==> src/rtl/scl_div_pkg.sv <==
package scl_div_pkg;
  localparam int unsigned PHASES_PER_SCL = 22;
  localparam int unsigned LOW_PHASES     = PHASES_PER_SCL / 2;
  localparam int unsigned PHASE_W        = $clog2(PHASES_PER_SCL);

  typedef logic [PHASE_W-1:0] phase_t;

  // Serial clock level for a given phase: low half first, then high half.
  function automatic logic scl_from_phase(input phase_t ph);
    return ph >= phase_t'(LOW_PHASES);
  endfunction

  // Last phase value before the counter wraps.
  function automatic phase_t last_phase();
    return phase_t'(PHASES_PER_SCL - 1);
  endfunction
endpackage

==> src/rtl/scl_wrap_counter.sv <==
module scl_wrap_counter #(
  parameter int W = 2
) (
  input  logic         clk,
  input  logic         rst_n,
  input  logic         clr,
  input  logic         adv,
  input  logic [W-1:0] lim,
  output logic         wrap
);
  logic [W-1:0] count;

  // Wrap at or beyond the limit so a lowered limit can never trap the count.
  function automatic logic at_limit(input logic [W-1:0] c, input logic [W-1:0] l);
    return c >= l;
  endfunction

  assign wrap = adv & at_limit(count, lim);

  always_ff @(posedge clk or negedge rst_n) begin
    if (!rst_n)      count <= '0;
    else if (clr)    count <= '0;
    else if (wrap)   count <= '0;
    else if (adv)    count <= count + 1'b1;
  end
endmodule

==> src/rtl/scl_phase_gen.sv <==
module scl_phase_gen
  import scl_div_pkg::*;
(
  input  logic   clk,
  input  logic   rst_n,
  input  logic   clr,
  input  logic   adv,
  output phase_t phase,
  output logic   scl
);
  logic phase_end;

  assign phase_end = (phase == last_phase());

  always_ff @(posedge clk or negedge rst_n) begin
    if (!rst_n)              phase <= '0;
    else if (clr)            phase <= '0;
    else if (adv)            phase <= phase_end ? '0 : phase + 1'b1;
  end

  // Idle holds the line released (high).
  assign scl = clr | scl_from_phase(phase);
endmodule

==> src/rtl/scl_rate_gen.sv <==
module scl_rate_gen
  import scl_div_pkg::*;
#(
  parameter int A_W = 2,
  parameter int B_W = 6
) (
  input  logic           clk,
  input  logic           rst_n,
  input  logic           en,
  input  logic [A_W-1:0] div_a,
  input  logic [B_W-1:0] div_b,
  output logic           tick,
  output logic           scl
);
  logic stop;
  logic stage_a_wrap;
  logic stage_b_wrap;

  assign stop = ~en;

  scl_wrap_counter #(.W(A_W)) u_stage_a (
    .clk  (clk),
    .rst_n(rst_n),
    .clr  (stop),
    .adv  (en),
    .lim  (div_a),
    .wrap (stage_a_wrap)
  );

  scl_wrap_counter #(.W(B_W)) u_stage_b (
    .clk  (clk),
    .rst_n(rst_n),
    .clr  (stop),
    .adv  (stage_a_wrap),
    .lim  (div_b),
    .wrap (stage_b_wrap)
  );

  assign tick = stage_b_wrap;

  phase_t phase_unused_name;
  scl_phase_gen u_phase (
    .clk  (clk),
    .rst_n(rst_n),
    .clr  (stop),
    .adv  (tick),
    .phase(phase_unused_name),
    .scl  (scl)
  );
endmodule

==> config.mk <==
export PLATFORM = sky130hd
export DESIGN_NAME = scl_rate_gen
export DESIGN_NICKNAME = d
export VERILOG_FILES = /design/src/rtl/scl_div_pkg.sv /design/src/rtl/scl_wrap_counter.sv /design/src/rtl/scl_phase_gen.sv /design/src/rtl/scl_rate_gen.sv
export SDC_FILE = /design/constraint.sdc
export NUM_CORES = 1
export LEC_CHECK = 0
export ABC_AREA = 1
export BUFFER_PORTS_ARGS = -buffer_cell sky130_fd_sc_hd__buf_2
export CAP_MARGIN = 10
export CELL_PAD_IN_SITES_DETAIL_PLACEMENT = 1
export CELL_PAD_IN_SITES_GLOBAL_PLACEMENT = 2
export CORE_ASPECT_RATIO = 0.8
export CORE_UTILIZATION = 33
export DETAILED_ROUTE_END_ITERATION = 8
export PLACE_DENSITY = 0.81
export SYNTH_ARGS = -nofsm -noshare
export SYNTH_HDL_FRONTEND = slang
export SYNTH_HIERARCHICAL = 1
export SYNTH_SLANG_ARGS = --single-unit
export TNS_END_PERCENT = 10
==> constraint.sdc <==
create_clock -name clk -period 3.15 [get_ports clk]
set_input_delay 0.63 -clock clk [delete_from_list [all_inputs] [get_ports clk]]
set_output_delay 0.63 -clock clk [all_outputs]
set_load 0.02 [all_outputs]
* Word level (Yosys, flattened, before mapping)
Index checks and enable logic that the tools add are counted.
Operators by class: add/sub/neg operators 3, $lt $le $gt $ge 3, eq/ne operators 3, muxes and demuxes 8, bitwise gates (word level) 4
Operator list (count):
- 6-bit two-way mux | 3
- 5-bit two-way mux | 3
- 6-bit by 1-bit adder with 6-bit output (second input constant) | 1
- 6-bit >= comparator | 1
- 5-bit by 1-bit adder with 5-bit output (second input constant) | 1
- 5-bit equality test (second input constant) | 1
- 5-bit by 4-bit >= comparator with 1-bit output (second input constant) | 1
- 2-bit two-way mux | 2
- 3-bit by 1-bit != test with 1-bit output (second input constant) | 1
- 2-bit by 1-bit adder with 2-bit output (second input constant) | 1
- 1-bit AND | 2
- 2-bit >= comparator | 1
- 2-bit by 1-bit != test with 1-bit output (second input constant) | 1
- 1-bit inverter | 1
- 1-bit OR | 1
Storage, ports and cells: register bits after elaboration 13, input port bits 11, logic and storage cells 24

* Depth between registers and ports, before layout
word-level depth 5, gate-level depth with buffers 14, gate-level depth less buffers 14

* Hierarchy
Netlist, hierarchy kept.
Modules (own cells, without submodules):
- scl_wrap_counter (u_stage_b) | instances 1, cells an instance 78, area an instance 515.5 um^2, seq. area each 150.1 um^2
- scl_phase_gen | instances 1, cells an instance 43, area an instance 310.3 um^2, seq. area each 125.1 um^2
- scl_wrap_counter (u_stage_a) | instances 1, cells an instance 30, area an instance 182.7 um^2, seq. area each 50.0 um^2
- scl_rate_gen | instances 1, cells an instance 1, area an instance 3.8 um^2, seq. area each 0.0 um^2

* Worst setup path after synthesis
Ideal clock, no wire load.
path type in2out, start point input port div_a[1], end point output port tick, data arrival time 1.525 ns, slack 0.995 ns, stages 8, buffers on the path 0, path through inv_1 -> ha_1 -> nand2_1 -> nand3_1 -> nand2_1 -> inv_1 -> nand2_1 -> inv_1
On the way: longest elaborated chain between the ends 3
RTL lines:
- start: declaration | RTL line scl_rate_gen.sv:10 | input logic [A_W-1:0] div_a,
- 2-bit >= comparator | RTL line scl_wrap_counter.sv:15 | return c >= l;
- 1-bit AND | RTL line scl_wrap_counter.sv:18 | assign wrap = adv & at_limit(count, lim);
- net stage_a_wrap | RTL line scl_rate_gen.sv:16 | logic stage_a_wrap;
- 1-bit AND | RTL line scl_wrap_counter.sv:18
- end: declaration | RTL line scl_rate_gen.sv:12 | output logic tick,
The timed path passes the listed nets, and every way through them passes these cells.

* Worst setup path after layout
Same ends and word-level chain as after synthesis.

==> results.json <==
{
  "status": "finished clean",
  "detailroute.via_count": 937,
  "synthesized_instance_count": 152,
  "fin_ws_ns": 0.725,
  "synth_top_cells_by_count": "sky130_fd_sc_hd__nand2_1, sky130_fd_sc_hd__inv_1, sky130_fd_sc_hd__dfrtp_1, sky130_fd_sc_hd__ha_1, sky130_fd_sc_hd__nor2_1",
  "top_level_ports": 13,
  "slew_headroom_pct": 70.9,
  "mapped_cell_area_um2": 1010,
  "asyncSetResetFlopFracSynth_pct": 100,
  "antenna_cells": 0,
  "cts_hold_buffers": 0,
  "core_region_area_um2": 2830,
  "fillerInstances": 378,
  "setup_violation_total_in_the_final_timing_report": 0,
  "synth.yosys.seq_area_share_pct": 32.1,
  "post-dp-hpwl_um": 1830,
  "max_freq_ghz": 0.412,
  "antenna_left": 0,
  "drive_above_1_share_pct": 11.9,
  "worst-endpoint-arrival_ns": 1.79,
  "routed_via_density": 4.55,
  "critPathKind": "in2out",
  "report.final.hold_viol_count": 0,
  "worstSetupStartpointType": "input pin",
  "gp_routability_congestion": 0.776,
  "cts.clk_slew.worst_paths_ns": 0.06,
  "ys.flop_type": "sky130_fd_sc_hd__dfrtp_1",
  "post_cts_resized": 0,
  "powerDensity_nw_per_um2": 345,
  "finalCoreUtilization_pct": 41.2,
  "post-synth-top-count-cell": "sky130_fd_sc_hd__nand2_1",
  "place.port_buffers": 12,
  "fin_tns_setup_ns": 0,
  "timing.final.crit_share_pct": 77.0,
  "numClockSinks": 13,
  "clock_insertion_delay_at_the_later_pin_of_the_skew_report_ns": 0.24,
  "floorplan.die.width_um": 63.9,
  "cts_tree": "yes",
  "slew_violations": 0,
  "grt_pass1_wl_um": 3920,
  "first_global_vias": 880,
  "sw_frac_of_total_pct": 28.4,
  "fin_worst_skew_ns": 0.00225,
  "yosysWarnings": 6,
  "worst_hold_path_type": "in2async",
  "finalCriticalPeriod_ns": 2.42,
  "timing.critical_path.required_ns": 2.52,
  "rsz0062_at_grt": "false",
  "power.clock.fraction_pct": 37.8,
  "syn_to_final_growth_pct": 15.1,
  "synth_cell_type_count": 18,
  "power.sequential.fraction_pct": 44.8,
  "synth-edff-count": 0,
  "worst-path-max-fanout": 8,
  "overflow": 0,
  "critical_path.endpoint_type": "output pin",
  "synth_top_cells_by_area": "sky130_fd_sc_hd__dfrtp_1, sky130_fd_sc_hd__nand2_1, sky130_fd_sc_hd__ha_1",
  "power_leakage_nw": 0.688,
  "floorplan.initialDensity_pct": 35.8,
  "htreeDepth": 1,
  "cts_root_buf": "sky130_fd_sc_hd__clkbuf_8",
  "drt_first_iter_violations": 40,
  "worst-slew-pin-transition_ns": 0.436,
  "cell_accounting_for_the_most_synthesized_area": "sky130_fd_sc_hd__dfrtp_1",
  "post-cts-setup-buffer-count": 0,
  "firstDrtPassIters": 4,
  "die_height_um": 51.5,
  "comb_power_share_pct": 17.3,
  "grt_antenna_before_repair": 0,
  "p_sw_mw": 0.114,
  "synth_top_cell_area_share_pct": 32.1,
  "max-clock-path-buffers": 2,
  "design.die.area_um2": 3290,
  "finish.net_count": 191,
  "synthesis.nets": 174,
  "peakVddDrop_mv": 0.244,
  "track_usage_pct": 16.0,
  "detailedPlace.worstSlack_ns": 0.709,
  "internal_power_mw": 0.288,
  "tritoncts.num_buffers": 3,
  "largest_net_degree_at_the_start_of_global_routing": 14,
  "syn_avg_cell_area_um2": 6.66,
  "row_count": 17,
  "detail_route.wl_per_cell_um": 10.9,
  "cap_viol_max_count": 0,
  "ys_seq_elements": 13,
  "drt-total-wl_um": 2240,
  "post-route-drc-count": 0
}
-- state kept, by name, indices dropped and copies added (netlist names) --
register / cells
u_stage_a/count: 2
u_phase/phase: 5
u_stage_b/count: 6
-- worst paths after layout --
path                       slack [ns]                              to  cells past startpoint                      startpoint
setup / recovery                 0.73                            tick                     10                        div_a[1]
hold / removal                   0.27  u_stage_b/count[5]$_DFFE_PN0P_                      1                           rst_n
setup reg to reg                 1.30    u_phase/phase[0]$_DFFE_PN0P_                     13  u_stage_b/count[0]$_DFFE_PN0P_
hold reg to reg                  0.55    u_phase/phase[4]$_DFFE_PN0P_                      2    u_phase/phase[4]$_DFFE_PN0P_
max in group asynchronous        2.64  u_stage_b/count[1]$_DFFE_PN0P_                      1                           rst_n
min in group clk                 0.55    u_phase/phase[4]$_DFFE_PN0P_                      2    u_phase/phase[4]$_DFFE_PN0P_
-- area by class of cell --
cell class	count	area [um2]	area share (%)
multi-input combinational	108	571	49.0
sequential	13	325	27.9
inverter	31	116	9.99
timing repair buffer	12	60.1	5.16
tap	38	47.5	4.08
clock buffer	4	45.0	3.87
-- power by group through the flow --
stage | clock, mW | combinational [mW] | sequential (mW)
floorplan | 0 | 0.0466 | 0.181
global placement | 0 | 0.0670 | 0.183
detailed placement | 0 | 0.0703 | 0.183
CTS | 0.160 | 0.0710 | 0.180
global route | 0.165 | 0.0818 | 0.181
finish | 0.152 | 0.0697 | 0.180
-- placed cells by master (no fill, tap or decap) --
cell                       count
sky130_fd_sc_hd__a21oi_1       2
sky130_fd_sc_hd__buf_2        12
sky130_fd_sc_hd__clkbuf_1      1
sky130_fd_sc_hd__clkbuf_8      3
sky130_fd_sc_hd__dfrtp_1      13
sky130_fd_sc_hd__ha_1         11
sky130_fd_sc_hd__inv_1        30
sky130_fd_sc_hd__inv_2         1
sky130_fd_sc_hd__nand2_1      56
sky130_fd_sc_hd__nand2_2       1
sky130_fd_sc_hd__nand3_1       7
sky130_fd_sc_hd__nand3_2       1
sky130_fd_sc_hd__nand4_1       6
sky130_fd_sc_hd__nor2_1       10
sky130_fd_sc_hd__nor2_2        1
sky130_fd_sc_hd__o21ai_0       1
sky130_fd_sc_hd__o21ai_1       6
sky130_fd_sc_hd__o21ai_2       1
sky130_fd_sc_hd__or2_1         3
sky130_fd_sc_hd__xnor2_1       1
sky130_fd_sc_hd__xor2_1        1
-- cells by family (layout without fill, tap and decap cells) --
logic type	after synthesis	in the layout	synth area share [%]
flip-flops	13	13	32.1
AO/OA/AOI/OAI	10	10	5.32
XOR/XNOR	2	2	1.73
adder cells (fa/ha/maj)	11	11	13.6
buffers and inverters	31	47	11.5
AND/OR/NAND/NOR	85	85	35.7
-- layer usage --
metal | vias to the layer above | global-route usage, % | share of wire, %
li1 | 501 | - | -
met4 | 0 | 4.55 | 1.2
met2 | 10 | 24.5 | 41
met3 | 2 | 5.26 | 2.9
met1 | 424 | 21.5 | 54
met5 | - | 0 | 0
-- critical path, cell delays in order --
cell and delay, ns:
sky130_fd_sc_hd__buf_2 0.07, sky130_fd_sc_hd__inv_1 0.03, sky130_fd_sc_hd__ha_1 0.30, sky130_fd_sc_hd__nand2_1 0.06, sky130_fd_sc_hd__nand3_1 0.07, sky130_fd_sc_hd__nand2_1 0.05, sky130_fd_sc_hd__inv_1 0.18, sky130_fd_sc_hd__nand2_1 0.13
sky130_fd_sc_hd__inv_1 0.10, sky130_fd_sc_hd__buf_2 0.17
-- through the flow --
step	cell area [um2]	instances	hold slack [ns]	total power, mW
2_1_floorplan	1010	152	0.334	0.228
3_3_place_gp	1120	202	0.515	0.250
3_5_place_dp	1120	202	0.528	0.254
4_1_cts	1160	206	0.274	0.411
5_1_grt	1160	206	0.289	0.428
6_report	1160	206	0.270	0.402
Note: power is estimated with default switching activity, not from simulation.
